## src/rtl/m2m_pkg.sv

```systemverilog
package m2m_pkg;

    typedef enum logic [1:0] {
        ST_IDLE = 2'd0,
        ST_RD   = 2'd1,
        ST_LAT  = 2'd2,
        ST_WR   = 2'd3
    } m2m_state_e;

    localparam int NUM_CH    = 2;
    localparam int SEL_W     = 2;
    localparam int SEL_ADDR  = 0;
    localparam int SEL_COUNT = 1;

endpackage

```

## src/rtl/m2m_chan_regs.sv

```systemverilog
module m2m_chan_regs #(
    parameter int ADDR_W = 16,
    parameter int CNT_W  = 16
) (
    input  logic              clk,
    input  logic              rst_n,
    input  logic              ld_addr,
    input  logic              ld_cnt,
    input  logic [ADDR_W-1:0] addr_val,
    input  logic [CNT_W-1:0]  cnt_val,
    input  logic              step,
    output logic [ADDR_W-1:0] addr,
    output logic [CNT_W-1:0]  cnt,
    output logic              wrap_next
);

    typedef struct packed {
        logic [ADDR_W-1:0] addr;
        logic [CNT_W-1:0]  cnt;
    } chan_t;

    chan_t r_d, r_q;

    always_comb begin
        r_d = r_q;
        if (ld_addr) r_d.addr = addr_val;
        if (ld_cnt)  r_d.cnt  = cnt_val;
        if (step) begin
            r_d.addr = r_q.addr + ADDR_W'(1);
            r_d.cnt  = r_q.cnt - CNT_W'(1);
        end
    end

    always_ff @(posedge clk or negedge rst_n) begin
        if (!rst_n) r_q <= '0;
        else        r_q <= r_d;
    end

    assign addr      = r_q.addr;
    assign cnt       = r_q.cnt;
    assign wrap_next = (r_q.cnt == '0);

    // one step moves the address up and the count down by exactly one
    a_r4_step_moves: assert property (@(posedge clk) disable iff (!rst_n)
        step |=> (addr == $past(addr) + ADDR_W'(1)) && (cnt == $past(cnt) - CNT_W'(1)));

    // without a load or step the registers hold
    a_r8_hold_value: assert property (@(posedge clk) disable iff (!rst_n)
        (!step && !ld_addr && !ld_cnt) |=> $stable(addr) && $stable(cnt));

endmodule

```

## src/rtl/m2m_seq.sv

```systemverilog
module m2m_seq
    import m2m_pkg::*;
#(
    parameter int DATA_W = 8
) (
    input  logic              clk,
    input  logic              rst_n,
    input  logic              start,
    input  logic              last,
    input  logic [DATA_W-1:0] rd_data,
    output m2m_state_e        state,
    output logic [DATA_W-1:0] temp
);

    typedef struct packed {
        m2m_state_e        st;
        logic [DATA_W-1:0] tmp;
    } seq_t;

    seq_t s_d, s_q;

    always_comb begin
        s_d = s_q;
        unique case (s_q.st)
            ST_IDLE: if (start) s_d.st = ST_RD;
            ST_RD:   s_d.st = ST_LAT;
            ST_LAT: begin
                s_d.tmp = rd_data;
                s_d.st  = ST_WR;
            end
            ST_WR:   s_d.st = last ? ST_IDLE : ST_RD;
            default: s_d.st = ST_IDLE;
        endcase
    end

    always_ff @(posedge clk or negedge rst_n) begin
        if (!rst_n) s_q <= '{st: ST_IDLE, tmp: '0};
        else        s_q <= s_d;
    end

    assign state = s_q.st;
    assign temp  = s_q.tmp;

    // read, capture and write follow each other in that order
    a_r3_rd_then_lat: assert property (@(posedge clk) disable iff (!rst_n)
        (state == ST_RD) |=> (state == ST_LAT));
    a_r3_lat_then_wr: assert property (@(posedge clk) disable iff (!rst_n)
        (state == ST_LAT) |=> (state == ST_WR));

    // leaving idle needs a start
    a_r2_idle_needs_start: assert property (@(posedge clk) disable iff (!rst_n)
        (state == ST_IDLE && !start) |=> (state == ST_IDLE));

endmodule

```

## src/rtl/m2m_status.sv

```systemverilog
module m2m_status #(
    parameter int NCH = 2
) (
    input  logic           clk,
    input  logic           rst_n,
    input  logic [NCH-1:0] drq,
    input  logic           done,
    input  logic           clr,
    output logic [NCH-1:0] tc,
    output logic [NCH-1:0] req
);

    typedef struct packed {
        logic [NCH-1:0] tc;
        logic [NCH-1:0] req;
    } stat_t;

    stat_t t_d, t_q;

    always_comb begin
        t_d     = t_q;
        t_d.req = t_q.req | drq;
        if (clr) t_d.tc = '0;
        if (done) begin
            t_d.tc  = '1;
            t_d.req = '0;
        end
    end

    always_ff @(posedge clk or negedge rst_n) begin
        if (!rst_n) t_q <= '0;
        else        t_q <= t_d;
    end

    assign tc  = t_q.tc;
    assign req = t_q.req;

    // completion sets both flags and empties the pending requests
    a_r6_done_flags: assert property (@(posedge clk) disable iff (!rst_n)
        done |=> (tc == '1) && (req == '0));

    // a status read without completion leaves the flags clear
    a_r7_read_clears: assert property (@(posedge clk) disable iff (!rst_n)
        (clr && !done) |=> (tc == '0));

    // a request pulse is remembered
    a_r9_req_latched: assert property (@(posedge clk) disable iff (!rst_n)
        (drq[0] && !done) |=> req[0]);

endmodule

```

## src/rtl/m2m_copy_engine.sv

```systemverilog
module m2m_copy_engine
    import m2m_pkg::*;
#(
    parameter int ADDR_W = 16,
    parameter int CNT_W  = 16,
    parameter int DATA_W = 8
) (
    input  logic              clk,
    input  logic              rst_n,
    input  logic              cmd_m2m_en,
    input  logic [1:0]        drq,
    input  logic              cfg_we,
    input  logic [1:0]        cfg_sel,
    input  logic [15:0]       cfg_wdata,
    input  logic              stat_rd,
    output logic              mem_rd_en,
    output logic [ADDR_W-1:0] mem_rd_addr,
    input  logic [DATA_W-1:0] mem_rd_data,
    output logic              mem_wr_en,
    output logic [ADDR_W-1:0] mem_wr_addr,
    output logic [DATA_W-1:0] mem_wr_data,
    output logic              hold_req,
    output logic [1:0]        tc_flags,
    output logic [1:0]        req_pending,
    output logic [ADDR_W-1:0] src_addr,
    output logic [CNT_W-1:0]  src_count,
    output logic [ADDR_W-1:0] dst_addr,
    output logic [CNT_W-1:0]  dst_count
);

    localparam int SRC = 0;
    localparam int DST = 1;

    logic [NUM_CH-1:0][ADDR_W-1:0] ch_addr;
    logic [NUM_CH-1:0][CNT_W-1:0]  ch_cnt;
    logic [NUM_CH-1:0]             ch_wrap;
    m2m_state_e                    state;
    logic [DATA_W-1:0]             temp;
    logic                          idle, step, last, start;

    assign idle  = (state == ST_IDLE);
    assign step  = (state == ST_WR);
    assign last  = step && (|ch_wrap);
    assign start = cmd_m2m_en && req_pending[SRC];

    for (genvar gi = 0; gi < NUM_CH; gi++) begin : g_ch
        logic ld_a, ld_c;
        assign ld_a = cfg_we && idle && (cfg_sel == SEL_W'(2*gi + SEL_ADDR));
        assign ld_c = cfg_we && idle && (cfg_sel == SEL_W'(2*gi + SEL_COUNT));

        m2m_chan_regs #(.ADDR_W(ADDR_W), .CNT_W(CNT_W)) u_regs (
            .clk       (clk),
            .rst_n     (rst_n),
            .ld_addr   (ld_a),
            .ld_cnt    (ld_c),
            .addr_val  (ADDR_W'(cfg_wdata)),
            .cnt_val   (CNT_W'(cfg_wdata)),
            .step      (step),
            .addr      (ch_addr[gi]),
            .cnt       (ch_cnt[gi]),
            .wrap_next (ch_wrap[gi])
        );
    end

    m2m_seq #(.DATA_W(DATA_W)) u_seq (
        .clk     (clk),
        .rst_n   (rst_n),
        .start   (start),
        .last    (last),
        .rd_data (mem_rd_data),
        .state   (state),
        .temp    (temp)
    );

    m2m_status #(.NCH(NUM_CH)) u_stat (
        .clk   (clk),
        .rst_n (rst_n),
        .drq   (drq),
        .done  (last),
        .clr   (stat_rd),
        .tc    (tc_flags),
        .req   (req_pending)
    );

    assign mem_rd_en   = (state == ST_RD);
    assign mem_rd_addr = ch_addr[SRC];
    assign mem_wr_en   = step;
    assign mem_wr_addr = ch_addr[DST];
    assign mem_wr_data = temp;
    assign hold_req    = !idle;
    assign src_addr    = ch_addr[SRC];
    assign src_count   = ch_cnt[SRC];
    assign dst_addr    = ch_addr[DST];
    assign dst_count   = ch_cnt[DST];

    // strobes are exclusive
    a_r3_one_strobe: assert property (@(posedge clk) disable iff (!rst_n)
        !(mem_rd_en && mem_wr_en));

    // written byte is the byte returned one cycle earlier
    a_r3_wdata_source: assert property (@(posedge clk) disable iff (!rst_n)
        mem_wr_en |-> (mem_wr_data == $past(mem_rd_data)));

    // a write with a zero count ends the copy
    a_r6_end_on_wrap: assert property (@(posedge clk) disable iff (!rst_n)
        (mem_wr_en && (src_count == '0 || dst_count == '0)) |=> !hold_req && (tc_flags == 2'b11));

    // a write with both counts nonzero continues with a read
    a_r5_continue: assert property (@(posedge clk) disable iff (!rst_n)
        (mem_wr_en && src_count != '0 && dst_count != '0) |=> mem_rd_en);

    // a copy begins only with the enable and a channel 0 request
    a_r2_start_cond: assert property (@(posedge clk) disable iff (!rst_n)
        $rose(hold_req) |-> $past(cmd_m2m_en && req_pending[0]));

endmodule

```

## config.mk

```make
export PLATFORM = sky130hd
export DESIGN_NAME = m2m_copy_engine
export DESIGN_NICKNAME = d
export VERILOG_FILES = /design/src/rtl/m2m_pkg.sv /design/src/rtl/m2m_chan_regs.sv /design/src/rtl/m2m_seq.sv /design/src/rtl/m2m_status.sv /design/src/rtl/m2m_copy_engine.sv
export SDC_FILE = /design/constraint.sdc
export NUM_CORES = 1
export LEC_CHECK = 0
export BUFFER_PORTS_ARGS = -buffer_cell sky130_fd_sc_hd__buf_4
export CAP_MARGIN = 5
export CORE_MARGIN = 8
export CORE_UTILIZATION = 48
export CTS_CLUSTER_SIZE = 25
export DETAILED_ROUTE_END_ITERATION = 12
export PLACE_DENSITY = 0.87
export RECOVER_POWER = 100
export SYNTH_ARGS = -nofsm -noshare
export SYNTH_HDL_FRONTEND = slang
export SYNTH_SLANG_ARGS = --single-unit
```

## constraint.sdc

```tcl
create_clock -name clk -period 1.8 [get_ports clk]
set_input_delay 0.27 -clock clk [delete_from_list [all_inputs] [get_ports clk]]
set_output_delay 0.27 -clock clk [all_outputs]
set_load 0.01 [all_outputs]
```

==> results of run 1 <==
-- where the power goes --
group          total (mW)  leakage [nW]  internal (mW)  switching [mW]
sequential           1.74         0.954           1.74         0.00479
clock                1.17        0.0808          0.490           0.676
combinational       0.164          1.46         0.0616           0.102
total                3.07          2.50           2.29           0.783
-- final timing paths --
path	cells past startpoint	end	from	slack, ns
max in group asynchronous	3	g_ch[0].u_regs.cnt[8]$_DFFE_PN0P_	rst_n	0.36
min in group asynchronous	2	g_ch[1].u_regs.addr[11]$_DFFE_PN0P_	rst_n	0.44
min reg2reg	1	u_stat.tc[0]$_DFFE_PN0P_	u_stat.tc[0]$_DFFE_PN0P_	0.51
max	3	mem_wr_en	u_seq.state[1]$_DFFE_PN0P_	0.08
min	3	u_stat.req[0]$_DFF_PN0_	drq[0]	0.13
max reg2reg	6	g_ch[1].u_regs.addr[4]$_DFFE_PN0P_	u_seq.state[1]$_DFFE_PN0P_	0.08
-- layout by cell type (no fill, tap or decap), drive strengths merged, types with 17 or more instances in the layout --
cell    instances
clkbuf        121
a21oi          43
mux2           27
a211oi         18
nor2           44
o21ai          17
buf            72
nand2          28
nand3          21
dfrtp          77
inv            17
nor3           17
-- stage by stage --
stage | setup WS, ns | utilization (%) | area, µm²
after floorplan | -0.00601 | - | 4940
after global placement | 0.0547 | 60.5 | 6130
after detailed placement | -0.0325 | 60.5 | 6130
after CTS | 0.0382 | 62.8 | 6360
after global routing | 0.00559 | 58.9 | 5980
final | 0.0772 | 58.9 | 5980
-- synthesized netlist by cell type, types with 3 or more instances --
| cell | n | area (µm²) |
|---|---|---|
| sky130_fd_sc_hd__nand4b_1 | 5 | 43.8 |
| sky130_fd_sc_hd__o21a_1 | 4 | 30.0 |
| sky130_fd_sc_hd__o21ai_0 | 17 | 85.1 |
| sky130_fd_sc_hd__mux2i_1 | 6 | 60.1 |
| sky130_fd_sc_hd__nand2_1 | 28 | 105 |
| sky130_fd_sc_hd__a211oi_1 | 18 | 135 |
| sky130_fd_sc_hd__a32oi_1 | 4 | 35.0 |
| sky130_fd_sc_hd__nor2b_1 | 11 | 68.8 |
| sky130_fd_sc_hd__dfrtp_1 | 77 | 1930 |
| sky130_fd_sc_hd__buf_2 | 5 | 25.0 |
| sky130_fd_sc_hd__clkbuf_1 | 15 | 56.3 |
| sky130_fd_sc_hd__nor3b_1 | 3 | 22.5 |
| sky130_fd_sc_hd__buf_4 | 33 | 248 |
| sky130_fd_sc_hd__inv_1 | 17 | 63.8 |
| sky130_fd_sc_hd__a21oi_1 | 43 | 215 |
| sky130_fd_sc_hd__nand4_1 | 15 | 93.8 |
| sky130_fd_sc_hd__mux2_2 | 26 | 293 |
| sky130_fd_sc_hd__nor3_1 | 15 | 75.1 |
| sky130_fd_sc_hd__o221a_2 | 8 | 90.1 |
| sky130_fd_sc_hd__clkbuf_8 | 3 | 41.3 |
| sky130_fd_sc_hd__ha_1 | 10 | 125 |
| sky130_fd_sc_hd__nor2_1 | 43 | 161 |
| sky130_fd_sc_hd__clkbuf_2 | 3 | 15.0 |
| sky130_fd_sc_hd__or3_1 | 3 | 18.8 |
| sky130_fd_sc_hd__nand2b_1 | 4 | 25.0 |
| sky130_fd_sc_hd__nor4_1 | 8 | 50.1 |
| sky130_fd_sc_hd__nand3_1 | 20 | 100 |
| sky130_fd_sc_hd__nor4_2 | 3 | 37.5 |
| sky130_fd_sc_hd__a31oi_1 | 5 | 31.3 |
| sky130_fd_sc_hd__xnor2_1 | 15 | 131 |
| sky130_fd_sc_hd__o22a_1 | 3 | 26.3 |
| sky130_fd_sc_hd__xor2_1 | 8 | 70.1 |
-- routing by layer --
metal	GRT usage [%]	up-vias	share of wire (%)
li1	-	2169	-
met1	25.7	2297	40
met2	35.1	278	47
met3	8.25	26	9.9
met4	8.89	0	3.0
met5	0	-	0
-- layout make-up --
type	instances	area share (%)
clock buffer	9	2.07
sequential	77	32.2
tap	136	2.85
timing repair buffer	186	17.5
inverter	17	1.07
multi-input combinational	371	43.6
clock inverter	7	0.712
-- cells by family after synthesis --
family	Yosys count	share of synthesized area, %
buf+inv	78	9.39
mux	33	7.44
xor+xnor	23	4.08
simple gates	181	20.7
fa+ha+maj	10	2.53
flops	77	39.0
compound gates	124	16.8
-- worst max-delay path: cells and delay by family, from the launching register on --
family	cells	cell delay (ns)
DFF	1	0.46
buffers and inverters	2	0.40
adders and majority gates	1	0.23
-- registers in the layout (all words and copies together) (netlist names) --
register,count
u_seq.state,2
u_stat.req,2
u_stat.tc,1
g_ch.u_regs.cnt,32
g_ch.u_regs.addr,32
u_seq.temp,8
-- what timing repair did --
item | 4_1_cts | 5_1_grt
setup endpoints to repair | 15 | 31
hold endpoints to repair | 21 | 0
hold buffers | 1 | 0
cloned | 1 | 0
resized for setup | 5 | 7
pin swaps | 0 | 0
==> results list, run 1 <==
* Result of the run: finished clean
* Vias: 4770
- Type of destination of the critical path: output pin
- The max-slew violation count is 0.
* Class of the tightest hold or removal check: primary input to register
* Weighted congestion at the end of routability-driven global placement: 0.922
- Total power for the finished layout comes to 3.07 mW.
- P_leak: 2.50 nW
* Overall routing resource usage: 21.8%
- Port Buf Inserts: 143
- On the final layout, the worst hold slack is 0.126 ns.
* FF+latch count, synth: 77
- Unrepaired setup endpoints after global routing: false
- Cell Chain, Critical Path: ha_4 > buf_12 > clkbuf_2
- After synthesis, the share of flip-flops with an asynchronous set or reset is 100%.
- Final hold viol count: 0
* Share of final-layout standard cells stronger than drive strength 1: 23.4%
* Shortest period the worst path allows: 1.72 ns
* Clock root cell: sky130_fd_sc_hd__clkbuf_8
- Transition at the pin with the smallest max-transition slack: 0.603 ns
- Max-cap check violation count: 0
- For this run, design rule violations remaining after detail routing come to 0.
- Using the TritonRoute via totals, the vias-per-cell ratio works out to 5.94.
- In this run, placement finished with an instance count of 785.
* Drt initial violations: 457
* I/O pin count: 144
- Counting every net in the synthesized netlist gives 569.
* Post-Route WL: 15600 µm
* FF/Latch Area: 1930 µm²
- Layout overhead on the synthesized area: 20.9%
* Relative slew slack: 59.8%
* Residual overflow from global routing: 0
* Post-synthesis sequential area ratio: 39.0%
- The first TritonRoute pass finished after 7 iterations.
* TritonCTS clock tree: done
* CP max FO: 39
* Setup TNS: 0 ns
- Max IR drop VDD: 324 µV
- Post-CTS timing repair inserted 0 buffers for setup.
- The cell count after synthesis came out at 526.
- Clock buffer depth: 2
* Data arrival at the endpoint of the critical path: 1.45 ns
* Initial Util: 48.7%
* Area used by multi-input combinational logic: 2610 µm²
- # diodes: 0
- For this run, the top clock speed supported by timing is 0.580 GHz.
- In this run, distinct cell masters in the synthesized netlist total 70.
- The clock arrives with 0.00943 ns of skew.
- Post-synth top flop: sky130_fd_sc_hd__dfrtp_1
- The die covers 13800 µm².
* Clock-pin slew of the registers on the worst-case setup and hold paths: 0.08 ns
- Die Wd: 117 µm
* Final Setup Violations: 0
- Synth warnings: 0
* Post-route insts no fill: 803
- The first global-routing pass estimated 24700 µm of wire.
- In this run, CTS created clock tree buffers numbering 9.
* Data required time at the worst endpoint: 1.53 ns
- Number of synthesized flops with an enable pin: 0
* CP startpoint kind: register
- The H-tree generated during clock tree synthesis spans 3 levels.
- Pin count of the biggest net entering global routing: 40
- The count of nets left with antenna violations once routing finished came out at 0.
- Die H: 117 µm
- On the critical path, the stage with the largest delay is an instance of sky130_fd_sc_hd__dfrtp_1.
* Worst Path Class, Setup: register to output pin
* CTS sink count: 77
- Core ar.: 10100 µm²
* Vias in the first global route: 4783
* Largest stage delay on the critical path: 0.46 ns
- For the worst-skew pair, the clock arrives at the later sink with an insertion delay of 0.36 ns.
- Syn avg cell area: 9.40 µm²
* Net count of the finished layout: 705
- Detailed-placement wirelength estimate: 11300 µm
- Pwr dens: 514 nW/µm²
- The floorplan has 37 rows.
* Share of the clock period used by the worst path after layout: 95.7%
- Fill count: 956
- After detailed routing, the average wire length per cell comes to 19.4 µm.
* Synthesized cell area: 4940 µm²
- The initial antenna violation count was 0.
Note: power is estimated with default switching activity, not from simulation.
==> run 2, diff against run 1 <==
REMOVE_ABC_BUFFERS = 1   (was unset)
==> results list, run 2 (synthesized netlist as in run 1, its figures left out) <==
- Result of the run: finished clean (unchanged).
- Fin worst setup slack: 0.00117 ns (was 0.0772 ns)
* CTS sink count: 77 (unchanged)
- # diodes: 0 (unchanged)
- The setup clock skew after layout came to 0.00816 ns (was 0.00943 ns).
* Number of buffers created by CTS: 9 (unchanged)
- Residual overflow from global routing: 0 (unchanged)
- The final wirelength came to 15500 µm (was 15600 µm).
* P_leak: 2.55 nW (was 2.50 nW)
- The area of the die is 13800 µm² (unchanged).
- Drt initial violations: 354 (was 457)
- Die Wd: 117 µm (unchanged)
- Overall routing resource usage: 21.2% (was 21.8%)
- Data arrival at the endpoint of the critical path: 2.08 ns (was 1.45 ns)
- The growth of design area from synthesis to finish came to 22.6% (was 20.9%).
- Initial Util: 48.7% (unchanged)
- I/O pin count: 144 (unchanged)
- Clock root cell: sky130_fd_sc_hd__clkbuf_8 (unchanged)
* Type of destination of the critical path: register (was output pin)
- The cell area reported after detailed placement came to 6150 µm² (was 6130 µm²).
- The worst-case hold slack came to 0.140 ns (was 0.126 ns).
* Switching portion of total power: 22.8% (was 25.5%)
* Number of rows created at floorplan: 37 (unchanged)
* Net count of the finished layout: 708 (was 705)
* Transition at the pin with the smallest max-transition slack: 0.684 ns (was 0.603 ns)
* Weighted congestion at the end of routability-driven global placement: 0.881 (was 0.922)
* Pwr dens: 560 nW/µm² (was 514 nW/µm²)
* Detailed-placement wirelength estimate: 11200 µm (was 11300 µm)
* Port Buf Inserts: 143 (unchanged)
- The area of all placed cells without fillers came to 6060 µm² (was 5980 µm²).
* Antenna violations before repair: 0 (unchanged)
* Dpl cells: 786 (was 785)
- Share of final-layout standard cells stronger than drive strength 1: 23.3% (was 23.4%)
- First-pass detailed-route iteration total: 5 (was 7)
- The worst hold-check path type is primary input to register (unchanged).
* Number of cells on the worst reg-to-reg path: 6 (unchanged)
* Vias in the first global route: 4734 (was 4783)
* Unrepaired setup endpoints after global routing: true (was false)
- The type of element launching the critical path was a register (unchanged).
- Vias: 4765 (was 4770)
- The pin count of the biggest net entering global routing was 53 (was 40).
- The number of nets still failing antenna checks after routing came to 0 (unchanged).
* Max-cap check violation count: 0 (unchanged)
* Global-route wire length before repair: 24100 µm (was 24700 µm)
- Share of power burned in combinational logic: 4.7% (was 5.3%)
- The net switching power of the design was 0.774 mW (was 0.783 mW).
- Via count normalized by instance count: 5.91 (was 5.94)
* Total Power Consumption: 3.39 mW (was 3.07 mW)
- The final-report setup violation count came to 0 (unchanged).
- Sequential group share of total power: 51.3% (was 56.7%)
- The setup TNS came to 0 ns (unchanged).
- The type of the worst setup path is register to register (was register to output pin).
- Detailed-route wire length per cell: 19.3 µm (was 19.4 µm)
- The pre-CTS worst setup slack was -0.0125 ns (was -0.0325 ns).
* Shortest period the worst path allows: 1.80 ns (was 1.72 ns)
* Clock network power share: 44.0% (was 38.0%)
- The clock tree from TritonCTS is done (unchanged).
- The number of remaining DRC errors came to 0 (unchanged).
* Utilization after layout: 59.7% (was 58.9%)
- The peak fanout along the critical path was 13 (was 39).
- Post-route insts no fill: 806 (was 803)
- Timing-limited maximum frequency: 0.556 GHz (was 0.580 GHz)
- The highest ir drop seen on vdd came to 372 µV (was 324 µV).
- The clock-pin slew on the worst setup and hold paths came to 0.09 ns (was 0.08 ns).
- The H-tree depth reported by CTS is 3 (unchanged).
- Die H: 117 µm (unchanged)
* Internal Dissipation: 2.62 mW (was 2.29 mW)
* Hold Path Cell Cnt: 2 (was 3)
- Clock buffer depth: 2 (unchanged)
- The portion of the clock cycle consumed by the worst path in the final layout was 99.9% (was 95.7%).
- The max-slew violation count came to 0 (unchanged).
* Relative slew slack: 54.4% (was 59.8%)
* Final hold viol count: 0 (unchanged)
- Clock insertion delay at the later pin of the skew report: 0.35 ns (was 0.36 ns)
* Core ar.: 10100 µm² (unchanged)
* Data required time at the worst endpoint: 2.08 ns (was 1.53 ns)
* Commonest non-fill, non-tap cells in the layout: sky130_fd_sc_hd__clkbuf_1, sky130_fd_sc_hd__dfrtp_1, sky130_fd_sc_hd__buf_4 (unchanged)
- The most common library cell in the layout ignoring fill and taps is sky130_fd_sc_hd__clkbuf_1 (unchanged).
==> run 2: path summary, 6_finish.rpt <==
check,startpoint,endpoint,slack [ns]
max in group asynchronous,rst_n,g_ch[1].u_regs.addr[7]$_DFFE_PN0P_,0.20
max,u_seq.state[0]$_DFFE_PN0P_,g_ch[1].u_regs.cnt[6]$_DFFE_PN0P_,0.001
min,mem_rd_data[3],u_seq.temp[3]$_DFFE_PN0N_,0.14
max reg2reg,u_seq.state[0]$_DFFE_PN0P_,g_ch[1].u_regs.cnt[6]$_DFFE_PN0P_,0.001
min reg2reg,u_seq.temp[2]$_DFFE_PN0N_,u_seq.temp[2]$_DFFE_PN0N_,0.51
min in group asynchronous,rst_n,u_seq.temp[4]$_DFFE_PN0N_,0.47
==> run 2: layout make-up <==
cell class,count,area [µm²]
inverter,17,63.8
sequential,77,1930
fill,906,4080
timing repair buffer,189,1070
tap,136,170
multi-input combinational,371,2600
clock inverter,5,83.8
clock buffer,11,141
==> run 2: power by group through the flow <==
stage               Clock (mW)  Sequential, mW  Combinational, mW
global placement             0            1.78              0.168
global route              1.58            1.74              0.172
floorplan                    0            1.78             0.0120
finish                    1.49            1.74              0.160
detailed placement           0            1.78              0.170
CTS                       1.51            1.74              0.173
==> run 2: per-layer routing <==
layer | vias up | routed length [µm] | GRT usage (%)
met5 | - | 0 | 0
met4 | 0 | 418 | 8.81
met3 | 32 | 977 | 6.14
li1 | 2181 | - | -
met2 | 189 | 7720 | 35.7
met1 | 2363 | 6410 | 24.7
==> run 2: what timing repair did <==
item | in CTS | in global routing
endpoints found under the hold margin | 25 | 0
setup buffers | 0 | 2
gates resized for setup | 3 | 6
hold buffers | 1 | 0
endpoints found under the setup margin | 12 | 33
gates cloned | 0 | 1
pin swaps | 0 | 1
==> run 2: critical path: stages, from the launching register on <==
cell	delay, ns
sky130_fd_sc_hd__dfrtp_1	0.41
sky130_fd_sc_hd__ha_2	0.24
sky130_fd_sc_hd__inv_1	0.34
sky130_fd_sc_hd__buf_4	0.24
sky130_fd_sc_hd__a21oi_1	0.05
sky130_fd_sc_hd__or3_1	0.30
sky130_fd_sc_hd__a2bb2oi_1	0.14
==> run 3, diff against run 2 <==
CORE_ASPECT_RATIO = 0.7   (was unset)
HOLD_SLACK_MARGIN = 0.03   (was unset)
==> results list, run 3 (synthesized netlist as in run 1, its figures left out) <==
* P_leak: 2.52 nW (was 2.55 nW)
- The area of all placed cells without fillers is 6010 µm² (was 6060 µm²).
* Share of the clock period used by the worst path after layout: 101% (was 99.9%)
- Vias: 4785 (was 4765)
- The clock-pin slew on the worst setup and hold paths was 0.06 ns (was 0.09 ns).
- Via count normalized by instance count: 6.01 (was 5.91)
- R2r startpoint: u_seq.state[1]$_DFFE_PN0P_ (was u_seq.state[0]$_DFFE_PN0P_)
- The longest individual stage delay on the worst path is 0.48 ns (was 0.41 ns).
* CP startpoint kind: register (unchanged)
- The total buffers and inverters traversed by the critical path was 1 (was 2).
- The clock tree from TritonCTS is done (unchanged).
* Clock buffer depth: 2 (unchanged)
- Count of cell instances traversed by the critical path: 5 (was 6)
* Data required time at the worst endpoint: 2.06 ns (was 2.08 ns)
- The hold path startpoint is drq[0] (was mem_rd_data[3]).
- Fill count: 931 (was 906)
- The standard-cell row count is 31 (was 37).
* Fin worst setup slack: -0.0180 ns (was 0.00117 ns)
- Final Setup Violations: 3 (was 0)
* CP max FO: 14 (was 13)
- Number of buffers created by CTS: 9 (unchanged)
- Clock H-tree levels: 3 (unchanged)
* Final hold viol count: 0 (unchanged)
- The final reports fail on setup timing.
- Weighted congestion at the end of routability-driven global placement: 0.883 (was 0.881)
- Port Buf Inserts: 143 (unchanged)
- The violation count after the first detailed-route iteration came to 522 (was 354).
- The die span in y is 101 µm (was 117 µm).
- The growth of design area from synthesis to finish came to 21.7% (was 22.6%).
- The cell family with the largest share of critical-path delay was simple AND/OR/NAND/NOR gates (was buffers and inverters).
* Setup TNS: -0.0453 ns (was 0 ns)
- Worst reg2reg setup slack: -0.02 ns (was 0.001 ns)
- The worst hold-check path type is primary input to register (unchanged).
- Pin count of the biggest net entering global routing: 75 (was 53)
- The capturing instance or port of the critical path was g_ch[1].u_regs.addr[7]$_DFFE_PN0P_ (was g_ch[1].u_regs.cnt[6]$_DFFE_PN0P_).
* Max-cap check violation count: 0 (unchanged)
* Type of destination of the critical path: register (unchanged)
- The core box area came to 10200 µm² (was 10100 µm²).
- Max IR drop VDD: 366 µV (was 372 µV)
- Result of the run: finished with violations (was finished clean)
- Critical Path Slowest Stage Cell: sky130_fd_sc_hd__nor3_1 (was sky130_fd_sc_hd__dfrtp_1)
* Number of buffers inserted to repair setup after CTS: 0 (unchanged)
* Post-Route WL: 15300 µm (was 15500 µm)
- Pwr dens: 619 nW/µm² (was 560 nW/µm²)
- Unrepaired setup endpoints after global routing: true (unchanged)
* Final ANT Viol Nets: 0 (unchanged)
- The clock latency of the later-clocked register in the worst-skew pair came to 0.34 ns (was 0.35 ns).
- I/O pin count: 144 (unchanged)
- Area used by multi-input combinational logic: 2580 µm² (was 2600 µm²)
- Cell occurring most often along the worst timing path: sky130_fd_sc_hd__nor3_1
- CTS sink count: 77 (unchanged)
- Initial Util: 48.4% (was 48.7%)
- The area taken by flip-flops and latches is 1930 µm² (unchanged).
- The global route total overflow came to 0 (unchanged).
* Reg-to-reg endpoint: g_ch[1].u_regs.addr[7]$_DFFE_PN0P_ (was g_ch[1].u_regs.cnt[6]$_DFFE_PN0P_)
- Cell Chain, Critical Path: ha_2 > inv_1 > nor3_1 > a311oi_1 > nor3_1 (was ha_2 > inv_1 > buf_4 > a21oi_1 > or3_1 > a2bb2oi_1)
* Post-detailed-placement cell area: 6110 µm² (was 6150 µm²)
- The area of the die came to 13900 µm² (was 13800 µm²).
* Shortest period the worst path allows: 1.82 ns (was 1.80 ns)
* # diodes: 0 (unchanged)
- Global-route wire length before repair: 23900 µm (was 24100 µm)
- First-pass detailed-route iteration total: 5 (unchanged)
- The initial antenna violation count was 0 (unchanged).
- The length in cells of the worst reg-to-reg path is 5 (was 6).
* Number of max-slew violations in the final report: 0 (unchanged)
- Detailed-route wire length per cell: 19.2 µm (was 19.3 µm)
* Clock root cell: sky130_fd_sc_hd__clkbuf_16 (was sky130_fd_sc_hd__clkbuf_8)
- Commonest non-fill, non-tap cells in the layout: sky130_fd_sc_hd__clkbuf_1, sky130_fd_sc_hd__dfrtp_1, sky130_fd_sc_hd__buf_4 (unchanged).
- Most common cell after layout, fill and taps aside: sky130_fd_sc_hd__clkbuf_1 (unchanged)
* Share of final-layout standard cells stronger than drive strength 1: 22.0% (was 23.3%)
- Timing-limited maximum frequency: 0.550 GHz (was 0.556 GHz)
- The count of nets after finishing was 702 (was 708).
- The type of the worst setup path is register to register (unchanged).
- The overall die width came to 137 µm (was 117 µm).
- The slew at the pin closest to its max-slew limit was 0.993 ns (was 0.684 ns).
- Largest clock skew in the final design: 0.00716 ns (was 0.00816 ns)
- The total half-perimeter wirelength after legalization and detailed placement is 11300 µm (was 11200 µm).
- The number of remaining DRC errors came to 0 (unchanged).
* Startpoint of the worst setup timing path: u_seq.state[1]$_DFFE_PN0P_ (was u_seq.state[0]$_DFFE_PN0P_)
- Vias in the first global route: 4692 (was 4734)
- The data arrival time of the critical path is 2.08 ns (about the same).
- Overall routing resource usage: 22.1% (was 21.2%)
- The worst slew slack as a fraction of its limit came to 33.8% (was 54.4%).
run 3: cell types whose count changed in the layout (fill, tap and decap cells not counted), moves of 2 or more:
cell / previous run / this run
sky130_fd_sc_hd__buf_4: 74 / 64
sky130_fd_sc_hd__clkinv_2: 0 / 4
sky130_fd_sc_hd__clkbuf_1: 109 / 113
sky130_fd_sc_hd__clkinvlp_4: 2 / 0
sky130_fd_sc_hd__clkbuf_8: 10 / 1
sky130_fd_sc_hd__clkbuf_16: 1 / 9
run 3: report_power, final:
part	internal, mW	switching [mW]	total (mW)
logic	0.0625	0.0988	0.161
registers	1.74	0.00442	1.74
clock network	1.10	0.713	1.82
total	2.90	0.816	3.72
run 3: metrics by stage:
stage | setup WS [ns] | utilization (%) | cells | power, mW | hold WS (ns)
2_1_floorplan | -2.24 | - | 465 | 1.79 | -0.0256
3_3_place_gp | 0.0659 | 59.9 | 779 | 1.94 | 0.283
3_5_place_dp | -0.0415 | 59.9 | 779 | 1.95 | 0.284
4_1_cts | 0.0252 | 62.9 | 796 | 3.75 | 0.144
5_1_grt | -0.0794 | 58.9 | 796 | 3.83 | 0.149
6_report | -0.0180 | 58.9 | 796 | 3.72 | 0.150
run 3: layout make-up:
class                   instances  share of cell area (%)
multi-input cells             371                    42.9
flip-flops and latches         77                    32.0
repair buffers                183                    16.4
clock buffers                  11                    4.04
well taps                     132                    2.75
inverters                      17                    1.06
clock inverters                 5                   0.832
run 3: metal layers:
metal / GRT usage [%] / wire, µm / vias to the layer above
met5: 0 / 0 / -
met4: 7.57 / 395 / 0
met3: 6.97 / 1490 / 33
met2: 35.3 / 7230 / 246
met1: 27.6 / 6190 / 2336
li1: - / - / 2170
run 3: worst min path at each step:
stage / to / slack, ns / depth (start not counted)
after global routing: u_stat.req[0]$_DFF_PN0_ / 0.15 / 3
after detailed placement: g_ch[1].u_regs.addr[4]$_DFFE_PN0P_ / 0.28 / 1
after global placement: g_ch[1].u_regs.addr[1]$_DFFE_PN0P_ / 0.28 / 1
final: u_stat.req[0]$_DFF_PN0_ / 0.15 / 3
after CTS: u_stat.req[0]$_DFF_PN0_ / 0.14 / 3
after floorplan: g_ch[0].u_regs.addr[0]$_DFFE_PN0P_ / -0.03 / 0
run 3: worst register-to-register path, stage by stage (launching register included):
cell and delay (ns):
sky130_fd_sc_hd__dfrtp_1 0.40, sky130_fd_sc_hd__ha_2 0.27, sky130_fd_sc_hd__inv_1 0.23, sky130_fd_sc_hd__nor3_1 0.49, sky130_fd_sc_hd__a311oi_1 0.16, sky130_fd_sc_hd__nor3_1 0.19
run 3: repair_timing:
item,CTS,global route
resized for setup,2,5
hold buffers,1,0
hold endpoints to repair,37,0
endpoints found under the setup margin,9,36
